$ cat config.mk
export PLATFORM = sky130hd
export DESIGN_NAME = spi_stream_port
export DESIGN_NICKNAME = d
export VERILOG_FILES = /design/src/rtl/spi_stream_pkg.sv /design/src/rtl/ssp_sync.sv /design/src/rtl/ssp_fifo.sv /design/src/rtl/ssp_shifter.sv /design/src/rtl/ssp_idle_gate.sv /design/src/rtl/spi_stream_port.sv
export SDC_FILE = /design/constraint.sdc
export NUM_CORES = 1
export LEC_CHECK = 0
export ABC_AREA = 1
export ABC_CLOCK_PERIOD_IN_PS = 3250
export BUFFER_PORTS_ARGS = -buffer_cell sky130_fd_sc_hd__clkbuf_2
export CAP_MARGIN = 0
export CORE_MARGIN = 8
export CORE_UTILIZATION = 60
export CTS_CLUSTER_DIAMETER = 200
export DETAILED_ROUTE_END_ITERATION = 6
export GPL_TIMING_DRIVEN = 0
export PLACE_DENSITY = 0.79
export SYNTH_ARGS = -nofsm -noshare
export SYNTH_HDL_FRONTEND = slang
export SYNTH_SLANG_ARGS = --single-unit
$ cat constraint.sdc
create_clock -name clk -period 3.25 [get_ports clk]
set_input_delay 0.325 -clock clk [delete_from_list [all_inputs] [get_ports clk]]
set_output_delay 0.325 -clock clk [all_outputs]
set_load 0.01 [all_outputs]
$ cat src/rtl/spi_stream_pkg.sv
package spi_stream_pkg;
  localparam int unsigned BYTE_W = 8;
  localparam logic [BYTE_W-1:0] IDLE_BYTE = 8'hFF;

  typedef struct packed {
    logic cpol;
    logic cpha;
  } spi_mode_t;
endpackage

$ cat src/rtl/ssp_sync.sv
module ssp_sync #(
  parameter int unsigned STAGES = 2
) (
  input  logic clk,
  input  logic rst_n,
  input  logic sck_i,
  input  logic mosi_i,
  input  logic cs_n_i,
  output logic sck_rise,
  output logic sck_fall,
  output logic mosi_s,
  output logic cs_act,
  output logic cs_start
);
  logic [STAGES-1:0] sck_q, mosi_q, cs_q;
  logic sck_d, cs_d;
  logic sck_s, cs_n_s;

  assign sck_s  = sck_q[STAGES-1];
  assign cs_n_s = cs_q[STAGES-1];

  always_ff @(posedge clk or negedge rst_n) begin
    if (!rst_n) begin
      sck_q  <= '0;
      mosi_q <= '1;
      cs_q   <= '1;
      sck_d  <= 1'b0;
      cs_d   <= 1'b1;
    end else begin
      sck_q  <= {sck_q[STAGES-2:0], sck_i};
      mosi_q <= {mosi_q[STAGES-2:0], mosi_i};
      cs_q   <= {cs_q[STAGES-2:0], cs_n_i};
      sck_d  <= sck_s;
      cs_d   <= cs_n_s;
    end
  end

  assign sck_rise = sck_s & ~sck_d;
  assign sck_fall = ~sck_s & sck_d;
  assign mosi_s   = mosi_q[STAGES-1];
  assign cs_act   = ~cs_n_s;
  assign cs_start = ~cs_n_s & cs_d;
endmodule

$ cat src/rtl/ssp_fifo.sv
module ssp_fifo #(
  parameter int unsigned W     = 8,
  parameter int unsigned DEPTH = 8
) (
  input  logic         clk,
  input  logic         rst_n,
  input  logic         push_valid,
  output logic         push_ready,
  input  logic [W-1:0] push_data,
  input  logic         pop,
  output logic [W-1:0] pop_data,
  output logic         empty
);
  localparam int unsigned AW = $clog2(DEPTH);
  localparam int unsigned CW = AW + 1;
  localparam logic [CW-1:0] FULL_CNT = CW'(DEPTH);

  logic [W-1:0]  mem [DEPTH];
  logic [AW-1:0] wp, rp;
  logic [CW-1:0] cnt;
  logic          push_en, pop_en;

  assign push_ready = (cnt != FULL_CNT);
  assign empty      = (cnt == '0);
  assign push_en    = push_valid && push_ready;
  assign pop_en     = pop && !empty;
  assign pop_data   = mem[rp];

  always_ff @(posedge clk) begin
    if (push_en) mem[wp] <= push_data;
  end

  always_ff @(posedge clk or negedge rst_n) begin
    if (!rst_n) begin
      wp  <= '0;
      rp  <= '0;
      cnt <= '0;
    end else begin
      if (push_en) wp <= wp + AW'(1);
      if (pop_en)  rp <= rp + AW'(1);
      cnt <= cnt + CW'(push_en) - CW'(pop_en);
    end
  end

  assert_no_overflow_R9: assert property (@(posedge clk) disable iff (!rst_n)
    cnt <= FULL_CNT);

  assert_pop_nonempty_R3: assert property (@(posedge clk) disable iff (!rst_n)
    pop |-> !empty);
endmodule

$ cat src/rtl/ssp_shifter.sv
module ssp_shifter
  import spi_stream_pkg::*;
(
  input  logic              clk,
  input  logic              rst_n,
  input  spi_mode_t         mode,
  input  logic              sck_rise,
  input  logic              sck_fall,
  input  logic              mosi_s,
  input  logic              cs_act,
  input  logic              cs_start,
  input  logic [BYTE_W-1:0] tx_byte,
  input  logic              tx_empty,
  output logic              tx_pop,
  output logic              miso,
  output logic [BYTE_W-1:0] rx_byte,
  output logic              rx_done
);
  logic              samp_edge, shift_edge, load_now, load_pend;
  logic [2:0]        bit_cnt;
  logic [BYTE_W-1:0] tx_sh, rx_sh, load_val;

  assign samp_edge  = (mode.cpol ^ mode.cpha) ? sck_fall : sck_rise;
  assign shift_edge = (mode.cpol ^ mode.cpha) ? sck_rise : sck_fall;
  assign load_now   = cs_act && ((cs_start && !mode.cpha) ||
                                 (!cs_start && shift_edge && load_pend));
  assign load_val   = tx_empty ? IDLE_BYTE : tx_byte;
  assign tx_pop     = load_now && !tx_empty;
  assign miso       = cs_act ? tx_sh[BYTE_W-1] : 1'b1;

  always_ff @(posedge clk or negedge rst_n) begin
    if (!rst_n) begin
      bit_cnt   <= '0;
      load_pend <= 1'b0;
      tx_sh     <= IDLE_BYTE;
      rx_sh     <= '0;
      rx_byte   <= '0;
      rx_done   <= 1'b0;
    end else if (!cs_act) begin
      bit_cnt   <= '0;
      load_pend <= 1'b0;
      tx_sh     <= IDLE_BYTE;
      rx_done   <= 1'b0;
    end else begin
      rx_done <= 1'b0;
      if (cs_start && mode.cpha) load_pend <= 1'b1;
      if (load_now) begin
        tx_sh     <= load_val;
        load_pend <= 1'b0;
      end else if (shift_edge && !cs_start) begin
        tx_sh <= {tx_sh[BYTE_W-2:0], 1'b1};
      end
      if (samp_edge && !cs_start) begin
        rx_sh   <= {rx_sh[BYTE_W-2:0], mosi_s};
        bit_cnt <= bit_cnt + 3'd1;
        if (bit_cnt == 3'd7) begin
          rx_done   <= 1'b1;
          rx_byte   <= {rx_sh[BYTE_W-2:0], mosi_s};
          load_pend <= 1'b1;
        end
      end
    end
  end

  assert_bitcnt_clear_R7: assert property (@(posedge clk) disable iff (!rst_n)
    !cs_act |=> (bit_cnt == 3'd0));

  assert_done_single_R2: assert property (@(posedge clk) disable iff (!rst_n)
    rx_done |=> !rx_done);
endmodule

$ cat src/rtl/ssp_idle_gate.sv
module ssp_idle_gate
  import spi_stream_pkg::*;
#(
  parameter int unsigned LIM_W = 8
) (
  input  logic              clk,
  input  logic              rst_n,
  input  logic              in_valid,
  input  logic [BYTE_W-1:0] in_byte,
  input  logic [LIM_W-1:0]  limit,
  output logic              fwd
);
  logic [LIM_W-1:0] run_q;
  logic             is_idle;

  assign is_idle = (in_byte == IDLE_BYTE);
  assign fwd     = in_valid && (!is_idle || (run_q < limit));

  always_ff @(posedge clk or negedge rst_n) begin
    if (!rst_n) begin
      run_q <= '0;
    end else if (in_valid) begin
      if (!is_idle)            run_q <= '0;
      else if (run_q < limit)  run_q <= run_q + LIM_W'(1);
    end
  end

  assert_drop_holds_count_R4: assert property (@(posedge clk) disable iff (!rst_n)
    (in_valid && is_idle && !fwd) |=> $stable(run_q));

  assert_resume_clears_R5: assert property (@(posedge clk) disable iff (!rst_n)
    (in_valid && !is_idle) |=> (run_q == '0));
endmodule

$ cat src/rtl/spi_stream_port.sv
module spi_stream_port
  import spi_stream_pkg::*;
#(
  parameter int unsigned SYNC_STAGES = 2,
  parameter int unsigned TX_DEPTH    = 8,
  parameter int unsigned LIM_W       = 8
) (
  input  logic             clk,
  input  logic             rst_n,
  input  logic             spi_sck,
  input  logic             spi_cs_n,
  input  logic             spi_mosi,
  output logic             spi_miso,
  input  logic [1:0]       cfg_mode,
  input  logic [LIM_W-1:0] cfg_ff_limit,
  input  logic [7:0]       tx_data,
  input  logic             tx_valid,
  output logic             tx_ready,
  output logic [7:0]       rx_data,
  output logic             rx_valid,
  input  logic             rx_ready
);
  spi_mode_t         mode;
  logic              sck_rise, sck_fall, mosi_s, cs_act, cs_start;
  logic              tx_pop, tx_empty, byte_done, fwd;
  logic [BYTE_W-1:0] fifo_out, rx_byte;

  assign mode = spi_mode_t'(cfg_mode);

  ssp_sync #(.STAGES(SYNC_STAGES)) u_sync (
    .clk(clk), .rst_n(rst_n), .sck_i(spi_sck), .mosi_i(spi_mosi),
    .cs_n_i(spi_cs_n), .sck_rise(sck_rise), .sck_fall(sck_fall),
    .mosi_s(mosi_s), .cs_act(cs_act), .cs_start(cs_start)
  );

  ssp_fifo #(.W(BYTE_W), .DEPTH(TX_DEPTH)) u_txq (
    .clk(clk), .rst_n(rst_n), .push_valid(tx_valid), .push_ready(tx_ready),
    .push_data(tx_data), .pop(tx_pop), .pop_data(fifo_out), .empty(tx_empty)
  );

  ssp_shifter u_shift (
    .clk(clk), .rst_n(rst_n), .mode(mode), .sck_rise(sck_rise),
    .sck_fall(sck_fall), .mosi_s(mosi_s), .cs_act(cs_act),
    .cs_start(cs_start), .tx_byte(fifo_out), .tx_empty(tx_empty),
    .tx_pop(tx_pop), .miso(spi_miso), .rx_byte(rx_byte), .rx_done(byte_done)
  );

  ssp_idle_gate #(.LIM_W(LIM_W)) u_gate (
    .clk(clk), .rst_n(rst_n), .in_valid(byte_done), .in_byte(rx_byte),
    .limit(cfg_ff_limit), .fwd(fwd)
  );

  always_ff @(posedge clk or negedge rst_n) begin
    if (!rst_n) begin
      rx_valid <= 1'b0;
      rx_data  <= '0;
    end else if (fwd && (!rx_valid || rx_ready)) begin
      rx_valid <= 1'b1;
      rx_data  <= rx_byte;
    end else if (rx_ready) begin
      rx_valid <= 1'b0;
    end
  end

  assert_rx_hold_R8: assert property (@(posedge clk) disable iff (!rst_n)
    (rx_valid && !rx_ready) |=> (rx_valid && $stable(rx_data)));

  assert_miso_idle_R3: assert property (@(posedge clk) disable iff (!rst_n)
    (spi_cs_n && $past(spi_cs_n) && $past(spi_cs_n, 2) && $past(spi_cs_n, 3)) |-> spi_miso);
endmodule

==> flow_metrics.env, run 1 <==
export IMPL_ios=36
export IMPL_layout_common_cells="nand2_1, nand3_1, edfxtp_1"
export IMPL_post_cts_buffers=0
export IMPL_final_common_cell="nand2_1"
export IMPL_synth_seq_area_share=0.615
export IMPL_syn_area_per_cell_um2=10.1
export IMPL_drtIter0Drc=366
export IMPL_synthesis_area_mm2=0.00571
export IMPL_syn_inst=568
export IMPL_nFillCells=657
export IMPL_period_needed_ps=2640
export IMPL_detail_route_wl_per_cell_um=15.2
export IMPL_synth_edff_count=64
export IMPL_power_switching_w=0.00168
export IMPL_gr_total_overflow=0
export IMPL_cts_buffers=17
export IMPL_setup_ws_ps=606
export IMPL_vias=4115
export IMPL_start_util=0.618
export IMPL_r2r_cells=12
export IMPL_p_per_area_mw_per_mm2=761
export IMPL_die_h_um=114
export IMPL_arrival_ps=3040
export IMPL_finalPower_w=0.00506
export IMPL_max_slew_margin_rel=0.441
export IMPL_clock_skew_ps=11.5
export IMPL_fin_crit_sh=0.814
export IMPL_htreeDepth=4
export IMPL_pwr_share_seq=0.403
export IMPL_cp_required_ps=3650
export IMPL_core_mm2=0.00924
export IMPL_clock_sinks=127
export IMPL_dieArea_mm2=0.0129
export IMPL_cts_tree="yes"
export IMPL_cts_resized=0
export IMPL_finalHoldViolCount=0
export IMPL_postPlaceCellArea_mm2=0.00605
export IMPL_drc=0
export IMPL_drv_slew=0
export IMPL_fin_nets=670
export IMPL_first_pass_iters=5
export IMPL_grt_max_degree=64
export IMPL_p_int_w=0.00338
export IMPL_hold_path_class="primary input to flip-flop"
export IMPL_setup_viol=0
export IMPL_via_per_inst=5.36
export IMPL_io_buffers=35
export IMPL_antenna_found_initial=0
export IMPL_max_clock_path_buffers=2
export IMPL_place_congestion=0.810
export IMPL_ys_ff_latch=127
export IMPL_status="complete, no violations"
export IMPL_ant_nets=0
export IMPL_cp_start_kind="flip-flop"
export IMPL_design_area_mm2=0.00665
export IMPL_dp_hpwl_um=7800
export IMPL_cts_root_buf="clkbuf_8"
export IMPL_tns_ps=0
export IMPL_clock_latency_ps=520
export IMPL_ys_flop_type="edfxtp_1"
export IMPL_holdBufCountCts=4
export IMPL_path_max_fanout=10
export IMPL_drv_cap=0
export IMPL_syn_nets=612
export IMPL_dp_slack_ps=632
export IMPL_leakage_nw=3.05
export IMPL_first_global_vias=4210
export IMPL_rsz0062_at_grt="no"
export IMPL_critical_path_class="flip-flop to flip-flop"
export IMPL_clkSlewWorstSetupHoldPaths_ps=60
export IMPL_rows=35
export IMPL_synthArstFlopShare=0.496
export IMPL_area_growth_pct=16.5
export IMPL_drive_above_1_share=0.191
export IMPL_routed_wl_um=11700
export IMPL_diodes=0
export IMPL_swShare=0.332
export IMPL_die_x_um=114
export IMPL_clock_fmax_mhz=378
export IMPL_track_usage=0.196
export IMPL_synth_distinct_cells=31
export IMPL_hold_depth=1
export IMPL_worstMarginPinSlew_ps=838
export IMPL_cp_end_kind="flip-flop"
export IMPL_power_frac_clock=0.356
export IMPL_grt_pass1_wl_um=20000
export IMPL_yosys_warnings=0
export IMPL_ir_drop_mv=0.535
export IMPL_pwr_share_comb=0.241
through the flow:
stage	util	hold slack (ps)	std cells
3_5_place_dp	0.655	335	732
2_1_floorplan	-	29.4	568
5_1_grt	0.720	106	768
3_3_place_gp	0.654	337	732
6_report	0.720	110	768
4_1_cts	0.720	87.8	768
cell type report:
type	instances	area (µm²)	share of cell area
clock inverter	14	145	0.0218
inverter	59	223	0.0335
timing repair buffer	39	218	0.0327
sequential	127	3510	0.528
multi-input combinational	367	1890	0.284
clock buffer	18	418	0.0628
buffer	15	82.6	0.0124
tap	129	161	0.0243
cells in the mapped netlist, types with 4 or more instances:
master	number	area, µm²
buf_2	9	45.0
clkbuf_1	4	15.0
dfrtp_1	50	1250
dfstp_2	13	342
edfxtp_1	64	1920
ha_1	18	225
inv_1	55	206
nand2_1	170	638
nand3_1	83	415
nand4_1	5	31.3
nor2_1	26	97.6
o21ai_0	17	85.1
o21ai_1	4	20.0
o21ai_2	9	78.8
or2_2	7	43.8
xor2_1	5	43.8
state kept, by name (all words and copies together) (netlist names):
signal / flops
u_shift.rx_byte: 8
u_sync.sck_q: 2
u_shift.rx_done: 1
u_sync.mosi_q: 2
u_txq.rp: 3
rx_data: 8
u_sync.cs_d: 1
u_txq.mem: 64
u_shift.load_pend: 1
u_sync.sck_d: 1
u_sync.cs_q: 2
rx_valid: 1
u_shift.bit_cnt: 3
u_gate.run_q: 8
u_txq.wp: 3
u_shift.rx_sh: 7
u_shift.tx_sh: 8
u_txq.cnt: 4
path summary, 6_finish.rpt:
| path | from | to | slack (ps) |
|---|---|---|---|
| max | u_sync.cs_q[1] | u_txq.cnt[2] | 610 |
| min | tx_data[6] | u_txq.mem[1][6] | 110 |
| max reg2reg | u_sync.cs_q[1] | u_txq.cnt[2] | 610 |
| min reg2reg | u_sync.sck_q[0] | u_sync.sck_q[1] | 350 |
| max in group asynchronous | rst_n | u_txq.wp[2] | 2220 |
| min in group asynchronous | rst_n | u_gate.run_q[0] | 470 |
kinds of logic (layout without fill, tap and decap cells):
kind of cell,after synthesis,after routing,share of synthesized area
simple gates,306,306,0.238
flops,127,127,0.615
buf+inv,74,145,0.0535
compound gates,34,34,0.0377
fa+ha+maj,19,19,0.0429
xor+xnor,8,8,0.0123
worst max-delay path, stage by stage (launching register included):
cell and delay (ps):
dfstp_2 630, inv_2 120, nand2_4 100, nand4_4 190
nand2_4 180, nand3_2 150, clkinv_2 110, ha_1 230
inv_1 60, ha_1 180, inv_1 60, fa_1 370
xnor2_1 140
power groups by stage:
stage	logic, W	registers, W	clock network, W
final	0.00122	0.00204	0.00180
after global placement	0.00114	0.00205	0
after global routing	0.00138	0.00206	0.00187
after CTS	0.00123	0.00204	0.00181
after floorplan	0.000851	0.00204	0
after detailed placement	0.00120	0.00206	0
per-layer routing:
| metal | wire length [µm] | global-route usage | vias to the layer above | share of wire |
|---|---|---|---|---|
| met5 | 0 | 0 | - | 0 |
| met4 | 303 | 0.105 | 0 | 0.026 |
| met3 | 707 | 0.0481 | 21 | 0.060 |
| met2 | 5760 | 0.311 | 145 | 0.49 |
| met1 | 4930 | 0.245 | 1953 | 0.42 |
| li1 | - | - | 1996 | - |
(Power assumes the default switching activity.)
==> run 2: changes to the inputs <==
--- a/config.mk
+++ b/config.mk
@@ -6,7 +6,7 @@
 export NUM_CORES = 1
 export LEC_CHECK = 0
 export ABC_AREA = 1
-export ABC_CLOCK_PERIOD_IN_PS = 3250
+export ABC_CLOCK_PERIOD_IN_PS = 2600
 export BUFFER_PORTS_ARGS = -buffer_cell sky130_fd_sc_hd__clkbuf_2
 export CAP_MARGIN = 0
 export CORE_MARGIN = 8
==> constraint.sdc (replaced) <==
create_clock -name clk -period 2.6 [get_ports clk]
set_input_delay 0.26 -clock clk [delete_from_list [all_inputs] [get_ports clk]]
set_output_delay 0.26 -clock clk [all_outputs]
set_load 0.01 [all_outputs]
==> run 2 against run 1 <==
Against the previous run: clock power up 24%; die area unchanged; register-to-register slack worse by 440 ps; worst hold slack worse by 59 ps; first-iteration DRC count up 8.5%; combinational power up 27%; setup slack worse by 440 ps; sequential power up 25%; via count up 1.7%; critical endpoint unchanged.
==> flow_metrics.env, run 2 (synthesis results as in run 1) <==
export IMPL_status="complete, no violations"
export IMPL_cp_top_family="adder cells"
export IMPL_top_register="u_txq.mem"
export IMPL_cts_buffers=17
export IMPL_via_per_inst=5.41
export IMPL_drtIter0Drc=397
export IMPL_setup_viol=0
export IMPL_die_h_um=114
export IMPL_clock_latency_ps=520
export IMPL_io_buffers=35
export IMPL_cts_root_buf="clkbuf_8"
export IMPL_critical_path_buf_inv_count=4
export IMPL_postPlaceCellArea_mm2=0.00605
export IMPL_grt_pass1_wl_um=20100
export IMPL_leakage_nw=3.08
export IMPL_cp_cell_sequence="inv_2 -> nand2_4 -> nand4_4 -> nand2_4 -> nand3_2 -> clkinv_2 -> ha_1 -> inv_1 -> ha_1 -> inv_1 -> fa_1 -> xnor2_1"
export IMPL_diodes=0
export IMPL_clock_sinks=127
export IMPL_ant_nets=0
export IMPL_worstMarginPinSlew_ps=852
export IMPL_area_growth_pct=17.4
export IMPL_p_per_area_mw_per_mm2=946
export IMPL_core_mm2=0.00924
export IMPL_final_common_cell="nand2_1"
export IMPL_cp_num_cells=12
export IMPL_rows=35
export IMPL_ios=36
export IMPL_ir_drop_mv=0.675
export IMPL_design_area_mm2=0.00671
export IMPL_critical_path_class="flip-flop to flip-flop"
export IMPL_slowest_stage="dfstp_2"
export IMPL_start_util=0.618
export IMPL_htreeDepth=4
export IMPL_path_max_fanout=7
export IMPL_cp_start_kind="flip-flop"
export IMPL_cts_tree="yes"
export IMPL_gr_total_overflow=0
export IMPL_max_slew_margin_rel=0.430
export IMPL_clock_skew_ps=12.2
export IMPL_drive_above_1_share=0.202
export IMPL_grt_max_degree=64
export IMPL_cpPeakStageDelay_ps=550
export IMPL_period_needed_ps=2430
export IMPL_track_usage=0.197
export IMPL_clkSlewWorstSetupHoldPaths_ps=60
export IMPL_detail_route_wl_per_cell_um=15.3
export IMPL_die_x_um=114
export IMPL_arrival_ps=2830
export IMPL_grtUsageMet3=0.0481
export IMPL_first_pass_iters=5
export IMPL_globalRoute_busiestLayer="met2"
export IMPL_gr_usage_met1=0.246
export IMPL_r2r_cells=12
export IMPL_antenna_found_initial=0
export IMPL_layout_common_cells="nand2_1, nand3_1, edfxtp_1"
export IMPL_routed_wl_um=11800
export IMPL_drv_slew=0
export IMPL_first_global_vias=4219
export IMPL_vias=4187
export IMPL_finalPower_w=0.00634
export IMPL_fin_nets=676
export IMPL_dp_hpwl_um=7800
export IMPL_cp_end_kind="flip-flop"
export IMPL_drc=0
export IMPL_dieArea_mm2=0.0129
export IMPL_finalHoldViolCount=0
export IMPL_place_congestion=0.810
export IMPL_use_met2=0.313
export IMPL_clock_fmax_mhz=411
export IMPL_max_clock_path_buffers=2
export IMPL_drv_cap=0
export IMPL_fin_crit_sh=0.935
export IMPL_cp_required_ps=3000
export IMPL_hold_path_class="primary input to flip-flop"
export IMPL_hold_depth=1
export IMPL_largest_reg_flops=64
export IMPL_rsz0062_at_grt="no"
==> run 2: cell count changes in the layout (fill, tap and decap cells not counted) <==
cell | previous run | this run
nor2_1 | 26 | 25
nor2_2 | 0 | 1
nand3_2 | 2 | 3
buf_4 | 0 | 6
nand3_1 | 83 | 82
==> run 2: report_power, final <==
group | switching [W] | internal (W) | total, W
logic | 0.00105 | 0.000501 | 0.00155
clock network | 0.000941 | 0.00130 | 0.00224
registers | 0.000117 | 0.00243 | 0.00255
total | 0.00211 | 0.00423 | 0.00634
==> run 2: cell type report <==
cell class	count	area, µm²
sequential	127	3510
fill	646	2530
multi-input combinational	367	1900
clock buffer	18	418
timing repair buffer	45	263
inverter	59	223
tap	129	161
clock inverter	14	145
buffer	15	82.6
==> run 2: layer usage <==
layer	share of wire	vias up
met3	0.056	27
met1	0.42	1996
met5	0	-
met4	0.029	0
met2	0.49	154
li1	-	2010
==> run 2: repair_timing <==
| action | CTS | global route |
|---|---|---|
| gates resized for setup | 0 | 2 |
| endpoints found under the hold margin | 53 | 0 |
| buffers inserted | 1 | 5 |
| hold buffers | 4 | 0 |
| pin swaps | 0 | 1 |
| endpoints found under the setup margin | 2 | 2 |
==> run 2: per-stage QoR <==
| step | hold WS, ps | TNS, ps | util | setup slack, ps | std cells |
|---|---|---|---|---|---|
| after floorplan | -35.6 | 0 | - | 287 | 568 |
| after global placement | 337 | 0 | 0.654 | 69.6 | 732 |
| after detailed placement | 335 | -30.5 | 0.655 | -17.9 | 732 |
| after CTS | 22.8 | 0 | 0.721 | 28.0 | 769 |
| after global routing | 41.3 | 0 | 0.726 | 41.0 | 774 |
| final | 51.5 | 0 | 0.726 | 170 | 774 |
==> run 2: path summary, 6_finish.rpt <==
| kind | start | to | slack [ps] |
|---|---|---|---|
| min | tx_data[1] | u_txq.mem[0][1] | 50 |
| min reg2reg | u_sync.sck_q[0] | u_sync.sck_q[1] | 350 |
| min in group asynchronous | rst_n | u_gate.run_q[0] | 410 |
| max in group asynchronous | rst_n | u_txq.wp[2] | 1620 |
| max reg2reg | u_sync.cs_q[1] | u_txq.cnt[2] | 170 |
| max | u_sync.cs_q[1] | u_txq.cnt[2] | 170 |
==> run 3: changes to the inputs <==
--- a/config.mk
+++ b/config.mk
@@ -9,12 +9,14 @@
 export ABC_CLOCK_PERIOD_IN_PS = 2600
 export BUFFER_PORTS_ARGS = -buffer_cell sky130_fd_sc_hd__clkbuf_2
 export CAP_MARGIN = 0
-export CORE_MARGIN = 8
-export CORE_UTILIZATION = 60
+export CELL_PAD_IN_SITES_DETAIL_PLACEMENT = 0
+export CELL_PAD_IN_SITES_GLOBAL_PLACEMENT = 2
+export CORE_MARGIN = 2
+export CORE_UTILIZATION = 39
 export CTS_CLUSTER_DIAMETER = 200
 export DETAILED_ROUTE_END_ITERATION = 6
 export GPL_TIMING_DRIVEN = 0
-export PLACE_DENSITY = 0.79
+export PLACE_DENSITY_LB_ADDON = 0.1
 export SYNTH_ARGS = -nofsm -noshare
 export SYNTH_HDL_FRONTEND = slang
 export SYNTH_SLANG_ARGS = --single-unit
==> run 3 against run 2 <==
Against the previous run: the run now ends with hold timing left; register-to-register slack hardly changed; sequential share of layout area shrank 0.47 points; final area grew 0.90%; routed wire length rose by 3.0%; via count decreased by 6.2%; global-route usage fell by 2.8 points; maximum frequency about the same; utilization shrank 26 points; non-clock buffer count shrank 3; clock skew is 3.9 ps lower; final cell count is 6.7% higher; sequential power barely moved; critical path type unchanged; largest cell class unchanged.
==> flow_metrics.env, run 3 (synthesis results as in run 1) <==
export IMPL_drive_above_1_share=0.196
export IMPL_multi_input_area_mm2=0.00190
export IMPL_worstMarginPinSlew_ps=935
export IMPL_gr_total_overflow=0
export IMPL_postPlaceCellArea_mm2=0.00612
export IMPL_via_per_inst=4.75
export IMPL_drc=0
export IMPL_clkSlewWorstSetupHoldPaths_ps=50
export IMPL_place_congestion=0.759
export IMPL_max_slew_margin_rel=0.375
export IMPL_arrival_ps=2730
export IMPL_critical_path_class="flip-flop to flip-flop"
export IMPL_core_mm2=0.0144
export IMPL_ant_nets=0
export IMPL_first_pass_iters=4
export IMPL_vias=3926
export IMPL_setup_viol=0
export IMPL_cts_tree="yes"
export IMPL_cpPeakStageDelay_ps=380
export IMPL_track_usage=0.170
export IMPL_critical_path_buf_inv_count=4
export IMPL_fin_nets=673
export IMPL_fin_crit_sh=0.935
export IMPL_finalPower_w=0.00638
export IMPL_ios=36
export IMPL_grt_max_degree=64
export IMPL_diodes=0
export IMPL_design_area_mm2=0.00677
export IMPL_path_max_fanout=9
export IMPL_cp_cell_sequence="inv_1 -> ha_1 -> nand3_2 -> nand3_2 -> clkinv_2 -> ha_1 -> inv_1 -> ha_1 -> inv_1 -> fa_1 -> xnor2_1"
export IMPL_max_clock_path_buffers=2
export IMPL_slowest_stage="fa_1"
export IMPL_stdcell_count=826
export IMPL_cp_end_kind="flip-flop"
export IMPL_routed_wl_um=12200
export IMPL_final_common_cell="nand2_1"
export IMPL_nFillCells=1354
export IMPL_cp_required_ps=2900
export IMPL_status="finished, violations left"
export IMPL_clock_skew_ps=8.26
export IMPL_finalHoldViolCount=17
export IMPL_hold_path_class="primary input to async pin"
export IMPL_whs_ps=-17.8
export IMPL_cts_buffers=17
export IMPL_die_x_um=125
export IMPL_detail_route_wl_per_cell_um=14.8
export IMPL_die_h_um=125
export IMPL_clock_fmax_mhz=411
export IMPL_register_area_mm2=0.00351
export IMPL_top_register="u_txq.mem"
export IMPL_cts_root_buf="clkbuf_16"
export IMPL_htreeDepth=4
export IMPL_clock_latency_ps=410
export IMPL_grt_pass1_wl_um=20600
export IMPL_ir_drop_mv=0.556
export IMPL_dieArea_mm2=0.0156
export IMPL_post_place_cells=787
export IMPL_cp_top_family="adder cells"
export IMPL_dp_slack_ps=-17.0
export IMPL_drv_cap=0
export IMPL_rows=44
export IMPL_leakage_nw=3.07
export IMPL_antenna_found_initial=0
export IMPL_setup_ws_ps=169
export IMPL_drv_slew=0
export IMPL_start_util=0.396
export IMPL_violations="hold timing"
export IMPL_clock_sinks=127
export IMPL_area_growth_pct=18.5
export IMPL_first_global_vias=4012
export IMPL_drtIter0Drc=195
export IMPL_io_buffers=35
export IMPL_rsz0062_at_grt="no"
export IMPL_cp_start_kind="flip-flop"
export IMPL_p_per_area_mw_per_mm2=943
export IMPL_layout_common_cells="nand2_1, nand3_1, edfxtp_1"
export IMPL_largest_reg_flops=64
export IMPL_period_needed_ps=2430
export IMPL_dp_hpwl_um=8300
run 3: cell types whose count changed in the layout (fill, tap and decap cells not counted), moves of 2 or more:
cell,change
clkinv_2,+2
buf_4,-2
clkinv_4,+2
clkinv_1,+2
inv_6,-6
inv_8,-2
run 3: worst register-to-register path: stages (launching register included):
cell	delay, ps
dfrtp_1	350
inv_1	100
ha_1	170
nand3_2	270
nand3_2	250
clkinv_2	110
ha_1	290
inv_1	50
ha_1	150
inv_1	60
fa_1	380
xnor2_1	140
run 3: path summary, 6_finish.rpt:
check | start | end | slack [ps] | cells after the start
max in group asynchronous | rst_n | u_txq.wp[2] | 2050 | 1
worst min register to register | u_sync.sck_q[0] | u_sync.sck_q[1] | 350 | 0
worst max-delay path | u_txq.cnt[2] | u_txq.cnt[2] | 170 | 11
worst max register to register | u_txq.cnt[2] | u_txq.cnt[2] | 170 | 11
min in group clk | tx_data[0] | u_txq.mem[3][0] | 120 | 1
worst min-delay path | rst_n | u_gate.run_q[7] | -20 | 1
run 3: what timing repair did:
item | in CTS | in global routing
gates cloned | 0 | 0
hold buffers | 3 | 0
resized for setup | 1 | 0
hold endpoints to repair | 3 | 0
buffers inserted | 1 | 3
pin swaps | 1 | 0
setup endpoints to repair | 2 | 2
run 3: stage by stage:
stage | util | hold slack (ps) | setup TNS (ps)
floorplan | - | -35.6 | 0
global placement | 0.424 | 337 | -5.36
detailed placement | 0.424 | 344 | -20.7
CTS | 0.467 | 14.9 | 0
global route | 0.469 | 50.7 | 0
finish | 0.469 | -17.8 | 0
run 3: layer usage:
layer | GRT usage | wire (µm) | vias up
met1 | 0.233 | 6130 | 1855
met5 | 0 | 0 | -
li1 | - | - | 1998
met3 | 0.0445 | 414 | 12
met2 | 0.268 | 5530 | 61
met4 | 0.0503 | 120 | 0
run 3: power breakdown:
part / switching (W) / internal (W) / leakage (nW)
combinational: 0.00106 / 0.000492 / 1.42
clock: 0.000862 / 0.00143 / 0.273
sequential: 0.000109 / 0.00243 / 1.38
run 3: area by class of cell:
| class | count | share of cell area |
|---|---|---|
| multi-input combinational | 367 | 0.280 |
| clock buffer | 18 | 0.0649 |
| tap | 184 | 0.0340 |
| buffer | 15 | 0.0122 |
| timing repair buffer | 42 | 0.0351 |
| inverter | 59 | 0.0329 |
| sequential | 127 | 0.520 |
| clock inverter | 14 | 0.0211 |
